[config.mk]
export PLATFORM = sky130hd
export DESIGN_NAME = acc_row_sequencer
export DESIGN_NICKNAME = d
export VERILOG_FILES = /design/src/rtl/acc_seq_pkg.sv /design/src/rtl/acc_seq_origin.sv /design/src/rtl/acc_seq_stepper.sv /design/src/rtl/acc_row_sequencer.sv
export SDC_FILE = /design/constraint.sdc
export NUM_CORES = 1
export LEC_CHECK = 0
export ABC_AREA = 1
export ABC_CLOCK_PERIOD_IN_PS = 1900
export CORE_MARGIN = 4
export CORE_UTILIZATION = 56
export DETAILED_ROUTE_END_ITERATION = 8
export DONT_BUFFER_PORTS = 1
export PLACE_DENSITY = 0.75
export RECOVER_POWER = 25
export SYNTH_ARGS = -nofsm -noshare
export SYNTH_HDL_FRONTEND = slang
export SYNTH_SLANG_ARGS = --single-unit
[constraint.sdc]
create_clock -name clk -period 1.9 [get_ports clk]
set_input_delay 0.285 -clock clk [delete_from_list [all_inputs] [get_ports clk]]
set_output_delay 0.285 -clock clk [all_outputs]
set_load 0.02 [all_outputs]
[src/rtl/acc_seq_pkg.sv]
package acc_seq_pkg;

  typedef enum logic [1:0] {
    GRP_ONE  = 2'd0,
    GRP_TWO  = 2'd1,
    GRP_FOUR = 2'd2,
    GRP_BAD  = 2'd3
  } grp_code_e;

  // log2 of the group count
  function automatic logic [1:0] grp_shift(input logic [1:0] code);
    return (code == GRP_FOUR) ? 2'd2 : (code == GRP_TWO) ? 2'd1 : 2'd0;
  endfunction

  // doubled immediate; bit 2 only counts for a single group
  function automatic logic [3:0] row_offset(input logic [1:0] code, input logic [2:0] imm);
    return (code == GRP_ONE) ? {imm, 1'b0} : {1'b0, imm[1:0], 1'b0};
  endfunction

  // first source register, scaled by the group count
  function automatic logic [4:0] src_base(input logic [1:0] code, input logic [4:0] fld);
    case (code)
      GRP_TWO:  return {fld[3:0], 1'b0};
      GRP_FOUR: return {fld[2:0], 2'b00};
      default:  return fld;
    endcase
  endfunction

endpackage

[src/rtl/acc_seq_origin.sv]
module acc_seq_origin
  import acc_seq_pkg::*;
#(
  parameter int VL = 512,
  localparam int ROWS  = VL / 8,
  localparam int ROW_W = $clog2(ROWS)
) (
  input  logic [1:0]       grp_code,
  input  logic [31:0]      sel_value,
  input  logic [2:0]       imm_off,
  input  logic [4:0]       src_field,
  output logic [ROW_W-1:0] first_row,
  output logic [ROW_W:0]   stride,
  output logic [4:0]       first_src,
  output logic [1:0]       last_grp
);

  // (sel + off) mod strd, made even; strd is a power of two no larger than ROWS
  function automatic logic [ROW_W-1:0] origin_of(input logic [31:0] s,
                                                 input logic [3:0]  o,
                                                 input logic [ROW_W:0] strd);
    logic [31:0] t;
    logic [ROW_W-1:0] m;
    t = s + 32'(o);
    m = strd[ROW_W-1:0] - ROW_W'(1);
    return t[ROW_W-1:0] & m & ~ROW_W'(1);
  endfunction

  logic [1:0] sh;

  always_comb begin
    sh        = grp_shift(grp_code);
    stride    = (ROW_W+1)'(ROWS) >> sh;
    first_row = origin_of(sel_value, row_offset(grp_code, imm_off), stride);
    first_src = src_base(grp_code, src_field);
    last_grp  = (2'd1 << sh) - 2'd1;
  end

endmodule

[src/rtl/acc_seq_stepper.sv]
module acc_seq_stepper (
  input  logic       clk,
  input  logic       rst_n,
  input  logic       start,
  input  logic       code_ok,
  input  logic [1:0] last_grp,
  output logic       accept,
  output logic       active,
  output logic [1:0] grp,
  output logic       odd,
  output logic       last_step,
  output logic       done
);

  logic [1:0] last_q;

  assign accept    = start && code_ok && !active;
  assign last_step = active && odd && (grp == last_q);

  always_ff @(posedge clk) begin
    if (!rst_n) begin
      active <= 1'b0;
      grp    <= 2'd0;
      odd    <= 1'b0;
      last_q <= 2'd0;
      done   <= 1'b0;
    end else begin
      done <= last_step;
      if (accept) begin
        active <= 1'b1;
        grp    <= 2'd0;
        odd    <= 1'b0;
        last_q <= last_grp;
      end else if (active) begin
        if (last_step) begin
          active <= 1'b0;
        end else begin
          odd <= ~odd;
          if (odd) grp <= grp + 2'd1;
        end
      end
    end
  end

  // done never lasts two cycles
  a_r9_done_single: assert property (@(posedge clk) disable iff (!rst_n)
    done |=> !done);
  // an even step is always followed by its odd partner
  a_r4_odd_follows: assert property (@(posedge clk) disable iff (!rst_n)
    active && !odd |=> active && odd);
  // once busy, the block stays busy until the last step
  a_r8_busy_hold: assert property (@(posedge clk) disable iff (!rst_n)
    active && !last_step |=> active);

endmodule

[src/rtl/acc_row_sequencer.sv]
module acc_row_sequencer
  import acc_seq_pkg::*;
#(
  parameter int VL = 512,
  localparam int ROWS  = VL / 8,
  localparam int ROW_W = $clog2(ROWS)
) (
  input  logic             clk,
  input  logic             rst_n,
  input  logic             start,
  input  logic [1:0]       grp_code,
  input  logic [31:0]      sel_value,
  input  logic [2:0]       imm_off,
  input  logic [4:0]       src_field,
  input  logic [1:0]       sel_field,
  input  logic [3:0]       mul_field,
  output logic             busy,
  output logic             step_valid,
  output logic [4:0]       step_src,
  output logic [ROW_W-1:0] step_row,
  output logic             step_odd,
  output logic [4:0]       sel_reg,
  output logic [4:0]       mul_reg,
  output logic             done
);

  function automatic logic [ROW_W-1:0] row_at(input logic [ROW_W-1:0] org,
                                              input logic [1:0]       g,
                                              input logic [ROW_W:0]   strd,
                                              input logic             o);
    logic [ROW_W+2:0] acc;
    acc = (ROW_W+3)'(org) + (ROW_W+3)'(g) * (ROW_W+3)'(strd) + (ROW_W+3)'(o);
    return acc[ROW_W-1:0];
  endfunction

  logic [ROW_W-1:0] first_row, org_q;
  logic [ROW_W:0]   stride, stride_q;
  logic [4:0]       first_src, base_q;
  logic [1:0]       last_grp, grp;
  logic [1:0]       self_q;
  logic [3:0]       mulf_q;
  logic             accept, active, odd, last_step;
  logic             code_ok;

  assign code_ok = (grp_code != GRP_BAD);

  acc_seq_origin #(.VL(VL)) u_origin (
    .grp_code (grp_code),
    .sel_value(sel_value),
    .imm_off  (imm_off),
    .src_field(src_field),
    .first_row(first_row),
    .stride   (stride),
    .first_src(first_src),
    .last_grp (last_grp)
  );

  acc_seq_stepper u_step (
    .clk      (clk),
    .rst_n    (rst_n),
    .start    (start),
    .code_ok  (code_ok),
    .last_grp (last_grp),
    .accept   (accept),
    .active   (active),
    .grp      (grp),
    .odd      (odd),
    .last_step(last_step),
    .done     (done)
  );

  always_ff @(posedge clk) begin
    if (!rst_n) begin
      org_q    <= '0;
      stride_q <= '0;
      base_q   <= '0;
      self_q   <= '0;
      mulf_q   <= '0;
    end else if (accept) begin
      org_q    <= first_row;
      stride_q <= stride;
      base_q   <= first_src;
      self_q   <= sel_field;
      mulf_q   <= mul_field;
    end
  end

  assign busy       = active;
  assign step_valid = active;
  assign step_odd   = odd;
  assign step_row   = row_at(org_q, grp, stride_q, odd);
  assign step_src   = base_q + 5'(grp);
  assign sel_reg    = 5'd8 + 5'(self_q);
  assign mul_reg    = {1'b0, mulf_q};

  // the odd step addresses the row right after its even partner
  a_r4_pair_rows: assert property (@(posedge clk) disable iff (!rst_n)
    step_valid && !step_odd |=> step_valid && step_odd && (step_row == $past(step_row) + ROW_W'(1)));
  // the next group begins one stride past the previous pair
  a_r4_group_advance: assert property (@(posedge clk) disable iff (!rst_n)
    step_valid && step_odd |=> !step_valid ||
      (step_row == $past(step_row) - ROW_W'(1) + ROW_W'($past(stride_q))));
  // the source register is held within a pair and steps by one across groups
  a_r5_src_pair: assert property (@(posedge clk) disable iff (!rst_n)
    step_valid && !step_odd |=> step_src == $past(step_src));
  a_r5_src_next: assert property (@(posedge clk) disable iff (!rst_n)
    step_valid && step_odd |=> !step_valid || (step_src == $past(step_src) + 5'd1));
  // every pair starts on an even row
  a_r2_even_pair: assert property (@(posedge clk) disable iff (!rst_n)
    step_valid && !step_odd |-> !step_row[0]);
  // multiplier register stays in the low sixteen
  a_r7_mul_low: assert property (@(posedge clk) disable iff (!rst_n)
    step_valid |-> !mul_reg[4]);
  // a start while busy does not disturb the latched stride
  a_r8_ignore_busy: assert property (@(posedge clk) disable iff (!rst_n)
    busy && start |=> $stable(stride_q));

endmodule

==> results of run 1 <==
[cell type report]
cell class / count / area, sq um / share of cell area, %
clock buffer: 4 / 26.3 / 1.57
inverter: 23 / 93.8 / 5.60
multi-input combinational: 152 / 938 / 56.0
sequential: 25 / 505 / 30.1
tap: 30 / 37.5 / 2.24
timing repair buffer: 10 / 75.1 / 4.48
[report_power, final]
part / internal, uW / switching [uW]
clock: 82.0 / 149
combinational: 79.4 / 145
sequential: 561 / 48.0
total: 722 / 342
[through the flow]
stage	cell area [sq um]	TNS (ns)	utilization [%]	instances	hold slack, ns
after CTS	1680	-0.448	65.3	244	0.0834
final	1680	-0.425	65.3	244	0.0949
after detailed placement	1590	-0.00494	61.9	238	0.427
after floorplan	1600	0	-	212	0.416
after global placement	1590	0	61.9	238	0.423
after global routing	1680	-0.684	65.3	244	0.0736
[synth_stat cells (2+ instances only)]
cell and n:
nand2_1 52, dfxtp_1 25, inv_1 21, nor2_1 21, ha_1 14, nand3_1 13
o21ai_0 12, a21oi_1 11, buf_4 9, xor2_1 4, fa_1 3, nand4_1 3
nor2_2 3, o21ai_1 3, conb_1 2, xnor2_1 2
[metal layers]
metal  track usage (%)  wire length [microns]
met1              26.8                   1400
met2              33.6                   1580
met3              3.40                    233
met4              11.8                    125
met5                 0                      0
[flip-flops by register name (all words and copies together) (netlist names)]
signal         cells
base_q             5
self_q             2
u_step.active      1
u_step.done        1
u_step.grp         2
org_q              5
stride_q           3
mulf_q             4
u_step.odd         1
u_step.last_q      1
[cell families after synthesis]
| family | Yosys count |
|---|---|
| XOR/XNOR | 6 |
| AND/OR/NAND/NOR | 97 |
| AO/OA/AOI/OAI | 28 |
| adder cells (fa/ha/maj) | 17 |
| flip-flops | 25 |
| buffers and inverters | 35 |
| other | 2 |
[how the worst min path moves through the flow]
stage                 startpoint           to  slack [ns]  depth (start not counted)
finish                     rst_n  stride_q[4]        0.09                          2
global route               rst_n  stride_q[3]        0.07                          1
CTS                        rst_n  stride_q[4]        0.08                          2
detailed placement         rst_n  stride_q[4]        0.43                          2
global placement           rst_n    mulf_q[3]        0.42                          2
floorplan           src_field[0]    base_q[0]        0.42                          2
[repair_timing]
item	4_1_cts	5_1_grt
pin swaps	3	2
buffers inserted	2	0
resized for setup	11	2
endpoints found under the setup margin	6	4
==> metrics.cfg, run 1 <==
[timing]
skew_ns = 0.00838
fin_crit_sh_pct = 117
setup_slack_ns = -0.318
finalSetupViolations = 3
hold_viol_final = 0
rsz0062_at_grt = yes
worst_pin_slew_ns = 0.528
slew_viol_final = 0
slew_headroom_pct = 64.8
fmax_mhz = 451
fin_crit_ns = 2.22

[synthesis]
synth_compound_area_share_pct = 9.32
synth_top_area_share_pct = 31.9
synth-simple-area-share_pct = 27.5
synth_top_family_by_area = simple AND/OR/NAND/NOR gates
ys_seq_area_share_pct = 31.9
synth-seq-cells = 25
ys.flop_type = dfxtp_1
async_reset_ff_share_pct = 0
synth.largest_area_cell = dfxtp_1
synth_edf_count = 0
yosys.cell_types.count = 28
synth_warnings = 0
synth_area_leaders = dfxtp_1 32%, nand2_1 12%, ha_1 11%, inv_1 5.0%, nor2_1 5.0%
syn_area_sq_um = 1570
avgSynthCellArea_sq_um = 7.48
netlist_instances = 210
synth_xor_area_share_pct = 3.35
synth_fa_ha_area_share_pct = 15.0
synth.mux.area_fraction_pct = 0

[drt]
wirelength_mm = 3.34
vias = 1306
drtPass1Iterations = 4
final_antenna_net_count = 0
vias_per_cell = 5.35
drt_iter0_drc = 60
drc = 0
routedWlPerCell_microns = 13.7

[cts]
hold_buffers = 0
clk_latency_ns = 0.31
cts_inserted_buffers = 3
clock_path_buffers = 2
cts-root-buf = clkbuf_4
clk_pin_slew_ns = 0.12
cts_sinks = 25
tritoncts = done
h-tree-depth = 1

[floorplan]
ios = 76
start_util_pct = 61.2
die_w_microns = 61.0
rows = 18
coreArea_sq_um = 2570
dieArea_sq_um = 3720
die_h_microns = 61.0

[outcome]
outcome = finished, violations left
failed_checks = negative setup slack

[grt]
track_usage_pct = 21.0
first_global_vias = 1359
grt_pass1_wl_mm = 5.93
overflow = 0
antenna_found_initial = 0
grt_max_degree = 18

[setup_path]
required_ns = 1.62
critPathLaunch = org_q[4]
crit_chain = inv_2 -> fa_1 -> inv_2 -> ha_4 -> xnor2_2 -> nand3_1 -> nand2_1 -> nand2_1 -> nand2_2
critical_path_class = register to primary output
cp-start-kind = register
critPathSlowestCell = fa_1
worstReg2RegEnd = u_step.grp[0]
rrSetupSlack_ns = 0.44
timing.rr.start = u_step.grp[1]
crit_buf_inv = 2
crit_path_max_incr_delay_ns = 0.54
cp_top_family = adder cells
cp_data_arrival_time_ns = 1.93
cp_max_fo = 2
crit_cells = 9
r2r_cells = 7
timing.critical_path.to = step_row[5]
cp-end-kind = primary output

[pwr]
power_density_nw_per_um2 = 635
leakagePower_uw = 0.000809
power.total_uw = 1060
peakVddDrop_mv = 0.417

[job]
drv_cap = 0

[place]
place_ws_ns = -0.00494
port_buffers = 0
place_congestion = 0.738
place_hpwl_mm = 2.56

[finish]
layout_commonest_cell = nand2_1
n_antenna_cell = 0
post_route_cells_drive_above_1_share_pct = 16.8
fill_cells = 238
syn_to_final_growth_pct = 6.77
final_nets = 283
final_cell_mix = 48 x nand2_1, 21 x nor2_1, 21 x dfxtp_1

[min_path]
hp-class = input port to register

Note: power is estimated with default switching activity, not from simulation.
==> run 2, diff against run 1 <==
--- a/config.mk
+++ b/config.mk
@@ -11,8 +11,10 @@
 export CORE_UTILIZATION = 56
 export DETAILED_ROUTE_END_ITERATION = 8
 export DONT_BUFFER_PORTS = 1
+export HOLD_SLACK_MARGIN = 0.15
 export PLACE_DENSITY = 0.75
 export RECOVER_POWER = 25
+export SKIP_CTS_REPAIR_TIMING = 1
 export SYNTH_ARGS = -nofsm -noshare
 export SYNTH_HDL_FRONTEND = slang
 export SYNTH_SLANG_ARGS = --single-unit
==> run 2 against run 1 <==
Effect of this change: the flow still finishes with violations (negative setup slack); worst hold slack improved by 0.041 ns; die area did not move; cell area rose by 2.6%; setup slack got worse by 0.0074 ns; clock skew fell by 0.0042 ns; combinational power rose by 4%.
==> metrics.cfg, run 2 (synthesis results as in run 1) <==
[outcome]
outcome = finished, violations left
failed_checks = negative setup slack

[finish]
final_nets = 287  ; +1.4%
layout_commonest_cell = nand2_1
n_antenna_cell = 0  ; unchanged
post_route_cells_drive_above_1_share_pct = 17.0  ; +0.15 points
syn_to_final_growth_pct = 9.56
top_regs = base_q (5), org_q (5), mulf_q (4)
final_area_sq_um = 1720  ; +2.6%
final_cell_mix = 48 x nand2_1, 21 x nor2_1, 21 x dfxtp_1

[pwr]
p_int_uw = 729  ; +0.89%
p_sw_share_pct = 32.3  ; +0.16 points
leakagePower_uw = 0.000830  ; +2.6%
peakVddDrop_mv = 0.431  ; +3.4%
power_frac_seq_pct = 56.6  ; -0.6 points
clockPowerShare_pct = 21.7  ; about the same
combPwrFrac_pct = 21.8  ; +0.8 points
power_density_nw_per_um2 = 626  ; -1.5%
p_switching_uw = 348  ; +1.6%
power.total_uw = 1080  ; +1.1%

[setup_path]
crit_path_max_incr_delay_ns = 0.54  ; about the same
critical_path_class = register to primary output
r2r_cells = 7  ; unchanged
cp_data_arrival_time_ns = 1.94  ; about the same
cp_top_family = adder cells
cp-start-kind = register
timing.rr.start = u_step.grp[1]
critPathSlowestCell = fa_1
required_ns = 1.62  ; about the same
cp-end-kind = primary output
cp_max_fo = 2  ; unchanged
worstReg2RegEnd = u_step.grp[0]
rrSetupSlack_ns = 0.48  ; +0.04 ns
crit_buf_inv = 2  ; unchanged
crit_chain = inv_2 -> fa_1 -> inv_2 -> ha_4 -> xnor2_2 -> nand3_1 -> nand2_1 -> nand2_1 -> nand2_2
crit_cells = 9  ; unchanged

[cts]
clk_pin_slew_ns = 0.13  ; about the same
cts-root-buf = clkbuf_4
tritoncts = done
cts_inserted_buffers = 3  ; unchanged
clk_latency_ns = 0.31  ; about the same
cts_sinks = 25  ; unchanged
h-tree-depth = 1  ; unchanged
clock_path_buffers = 2  ; unchanged

[min_path]
min_path_cells = 2  ; unchanged
holdPathEnd = self_q[1]
holdCritStartpoint = sel_field[1]
hp-class = input port to register

[timing]
hold_viol_final = 0  ; unchanged
fin_crit_ns = 2.23  ; +0.00741 ns
finalSetupViolations = 3  ; unchanged
rsz0062_at_grt = yes
slew_viol_final = 0  ; unchanged
setup_slack_ns = -0.326  ; -0.00741 ns
fmax_mhz = 449  ; -0.33%
skew_ns = 0.00416  ; -0.00423 ns
fin_crit_sh_pct = 117  ; +0.39 points

[place]
place_area_sq_um = 1590  ; unchanged
place_congestion = 0.738  ; unchanged
port_buffers = 0  ; unchanged
place_hpwl_mm = 2.56  ; unchanged

[grt]
grt_max_degree = 18  ; unchanged
grt_pass1_wl_mm = 5.52  ; -6.9%
track_usage_pct = 19.5  ; -1.5 points
first_global_vias = 1311  ; -3.5%
antenna_found_initial = 0  ; unchanged
overflow = 0  ; unchanged

[drt]
vias = 1304  ; -0.15%
vias_per_cell = 5.26  ; -1.8%
routedWlPerCell_microns = 13.3  ; -2.9%
drc = 0  ; unchanged
drtPass1Iterations = 4  ; unchanged
final_antenna_net_count = 0  ; unchanged
drt_iter0_drc = 61  ; +1.7%
wirelength_mm = 3.30  ; -1.3%

[floorplan]
start_util_pct = 61.2  ; unchanged
die_w_microns = 61.0  ; unchanged
die_h_microns = 61.0  ; unchanged
coreArea_sq_um = 2570  ; unchanged
rows = 18  ; unchanged
ios = 76  ; unchanged
dieArea_sq_um = 3720  ; unchanged

[job]
drv_cap = 0  ; unchanged

-- run 2: worst max path at each step --
stage	from	to	slack, ns
2_1_floorplan	u_step.grp[0]	step_row[5]	0.002
3_3_place_gp	org_q[4]	step_row[5]	0.04
3_5_place_dp	org_q[4]	step_row[5]	-0.005
4_1_cts	org_q[4]	step_row[5]	-0.37
5_1_grt	org_q[4]	step_row[5]	-0.44
6_report	org_q[4]	step_row[5]	-0.33
-- run 2: final cells by class --
type | count | area (sq um)
Fill cell | 227 | 847
Sequential cell | 25 | 505
Clock buffer | 4 | 26.3
Timing Repair Buffer | 14 | 119
Inverter | 23 | 93.8
Tap cell | 30 | 37.5
Multi-Input combinational cell | 152 | 938
-- run 2: power by group through the flow --
stage | combinational [uW] | sequential, uW | clock [uW]
2_1_floorplan | 201 | 612 | 0
3_3_place_gp | 211 | 617 | 0
3_5_place_dp | 219 | 618 | 0
4_1_cts | 220 | 606 | 237
5_1_grt | 267 | 613 | 259
6_report | 234 | 609 | 233
-- run 2: metal layers --
layer	vias to the layer above	part of all wire (%)	GRT usage, %
li1	671	-	-
met1	584	44	24.9
met2	41	48	31.3
met3	8	6.2	3.40
met4	0	2.6	10.2
met5	-	0	0
-- run 2: through the flow --
| step | TNS (ns) | util [%] | worst slack (ns) | cells | hold slack, ns |
|---|---|---|---|---|---|
| 2_1_floorplan | 0 | - | 0.00215 | 212 | 0.416 |
| 4_1_cts | -0.914 | 63.0 | -0.366 | 242 | 0.0834 |
| 6_report | -0.482 | 67.0 | -0.326 | 248 | 0.136 |
| 5_1_grt | -0.786 | 67.0 | -0.439 | 248 | 0.151 |
| 3_3_place_gp | 0 | 61.9 | 0.0369 | 238 | 0.423 |
| 3_5_place_dp | -0.00494 | 61.9 | -0.00494 | 238 | 0.427 |
-- run 2: worst reg2reg max path, stage by stage, from the launching register on --
cell and delay (ns):
dfxtp_2 0.35, buf_4 0.15, ha_1 0.29, inv_1 0.10, nand3_1 0.14, nand2_1 0.11, nand2_1 0.06, a21oi_1 0.15
==> run 3, diff against run 2 <==
--- a/config.mk
+++ b/config.mk
@@ -7,12 +7,12 @@
 export LEC_CHECK = 0
 export ABC_AREA = 1
 export ABC_CLOCK_PERIOD_IN_PS = 1900
+export BUFFER_PORTS_ARGS = -buffer_cell sky130_fd_sc_hd__buf_2
 export CORE_MARGIN = 4
-export CORE_UTILIZATION = 56
+export CORE_UTILIZATION = 41
 export DETAILED_ROUTE_END_ITERATION = 8
-export DONT_BUFFER_PORTS = 1
 export HOLD_SLACK_MARGIN = 0.15
-export PLACE_DENSITY = 0.75
+export PLACE_DENSITY = 0.76
 export RECOVER_POWER = 25
 export SKIP_CTS_REPAIR_TIMING = 1
 export SYNTH_ARGS = -nofsm -noshare
==> run 3 against run 2 <==
Effect of this change: the run still ends with negative setup slack left; clock power rose by 33%; cell area is 10% higher; critical path depth is 2 higher; routed wire length shrank 4.6%; sequential power down 3.6%; via count rose by 7.3%; sequential cell count unchanged; non-clock buffer count up 34; count of clock-buffer cells in the layout fell by 1; fmax rose by 0.51%; setup slack improved by 0.011 ns; highest routed layer unchanged.
==> metrics.cfg, run 3 (synthesis results as in run 1) <==
[finish]
post_route_cells_drive_above_1_share_pct = 25.8  ; +8.8 points
final_cell_mix = 49 x nand2_1, 30 x buf_2, 21 x nor2_1, 21 x dfxtp_1, 19 x inv_1
layout_commonest_cell = nand2_1
final_cells = 300  ; +21%
top_regs = base_q (5), org_q (5), mulf_q (4)
n_antenna_cell = 0  ; unchanged
multi_input_area_sq_um = 928  ; -1.1%
final_core_util_pct = 51.4  ; -16 points
seq_area_sq_um = 505  ; unchanged
fill_cells = 382  ; +68%
final_nets = 321  ; +12%
syn_to_final_growth_pct = 20.8

[drt]
final_antenna_net_count = 0  ; unchanged
drtPass1Iterations = 4  ; unchanged
drc = 0  ; unchanged
vias_per_cell = 4.66  ; -11%
drt_iter0_drc = 45  ; -26%
routedWlPerCell_microns = 10.5  ; -21%
vias = 1399  ; +7.3%
wirelength_mm = 3.15  ; -4.6%

[cts]
clk_latency_ns = 0.26  ; -0.05 ns
tritoncts = done
cts-root-buf = clkbuf_8
cts_inserted_buffers = 3  ; unchanged
clock_path_buffers = 2  ; unchanged
cts_sinks = 25  ; unchanged
h-tree-depth = 1  ; unchanged
clk_pin_slew_ns = 0.08  ; -0.05 ns

[place]
port_buffers = 44  ; +44
dp_cells = 296  ; +24%
place_congestion = 0.849  ; +15%
place_hpwl_mm = 2.53  ; -1.2%

[setup_path]
r2r_cells = 7  ; unchanged
cp_data_arrival_time_ns = 1.93  ; about the same
crit_top_cell = nand2_1
worstReg2RegEnd = u_step.grp[0]
cp-end-kind = primary output
rrSetupSlack_ns = 0.58  ; +0.10 ns
critPathSlowestCell = fa_1
cp-start-kind = register
cp_max_fo = 2  ; unchanged
required_ns = 1.62  ; about the same
crit_chain = inv_2 -> fa_1 -> inv_2 -> ha_4 -> xnor2_2 -> inv_1 -> nand2_1 -> nand2_1 -> nand2_1 -> nand2_2 -> buf_6
timing.rr.start = u_step.grp[1]
cp_top_family = adder cells
crit_buf_inv = 4  ; +2
crit_path_max_incr_delay_ns = 0.54  ; about the same
critical_path_class = register to primary output

[floorplan]
rows = 22  ; +4
coreArea_sq_um = 3690  ; +44%
die_w_microns = 69.9  ; +15%
start_util_pct = 42.6  ; -19 points
ios = 76  ; unchanged
dieArea_sq_um = 4880  ; +31%
die_h_microns = 69.9  ; +15%

[outcome]
failed_checks = negative setup slack
outcome = finished, violations left

[timing]
finalSetupViolations = 2  ; -1
fin_crit_sh_pct = 117  ; -0.60 points
skew_ns = 0.00246  ; -0.00169 ns
rsz0062_at_grt = yes
fmax_mhz = 452  ; +0.51%
setup_slack_ns = -0.314  ; +0.0114 ns
fin_hold_ws_ns = 0.267  ; +0.131 ns
hold_viol_final = 0  ; unchanged
slew_viol_final = 0  ; unchanged
fin_crit_ns = 2.21  ; -0.0114 ns

[pwr]
power_density_nw_per_um2 = 625  ; -0.12%
leakagePower_uw = 0.000958  ; +15%
power.total_uw = 1190  ; +10%
peakVddDrop_mv = 0.297  ; -31%

[min_path]
min_path_cells = 3  ; +1
holdCritStartpoint = mul_field[1]
holdPathEnd = mulf_q[1]
hp-class = input port to register

[job]
drv_cap = 0  ; unchanged

[grt]
grt_pass1_wl_mm = 5.23  ; -5.3%
first_global_vias = 1217  ; -7.2%
grt_max_degree = 18  ; unchanged
antenna_found_initial = 0  ; unchanged
track_usage_pct = 12.8  ; -6.7 points
overflow = 0  ; unchanged

-- run 3: area by class of cell --
cell class	count	area share (%)
clock inverter	1	0.264
tap	48	3.17
clock buffer	3	2.18
multi-input combinational	152	48.9
timing repair buffer	48	13.9
sequential	25	26.6
inverter	23	4.95
-- run 3: worst max-delay path by stage --
stage	from	end	slack, ns	cells past startpoint
5_1_grt	org_q[4]	step_row[5]	-0.45	11
3_3_place_gp	org_q[4]	step_row[5]	-0.06	10
4_1_cts	org_q[4]	step_row[5]	-0.37	10
3_5_place_dp	org_q[4]	step_row[5]	-0.07	10
6_report	org_q[4]	step_row[5]	-0.31	11
2_1_floorplan	u_step.grp[0]	step_row[5]	0.002	10
-- run 3: metal layers --
| metal | wire length [microns] | track usage (%) |
|---|---|---|
| met1 | 1520 | 17.4 |
| met2 | 1430 | 20.7 |
| met3 | 133 | 0.719 |
| met4 | 64 | 6.38 |
| met5 | 0 | 0 |
-- run 3: metrics by stage --
stage          setup TNS, ns  setup WS [ns]  area (sq um)
2_1_floorplan              0        0.00215          1600
3_3_place_gp         -0.0649        -0.0649          1800
3_5_place_dp         -0.0708        -0.0708          1800
4_1_cts               -0.753         -0.371          1850
5_1_grt               -0.638         -0.448          1900
6_report              -0.352         -0.314          1900
-- run 3: worst reg2reg max path: stages, from the launching register on --
cell,delay [ns]
dfxtp_2,0.33
buf_4,0.15
ha_1,0.27
inv_1,0.07
nand3_1,0.14
nand2_1,0.11
nand2_1,0.05
a21oi_1,0.12
-- run 3: where the power goes --
part | leakage, uW | switching (uW) | internal (uW)
logic | 0.000726 | 184 | 106
clock network | 0.0000255 | 162 | 147
registers | 0.000207 | 26.2 | 560
total | 0.000958 | 372 | 813
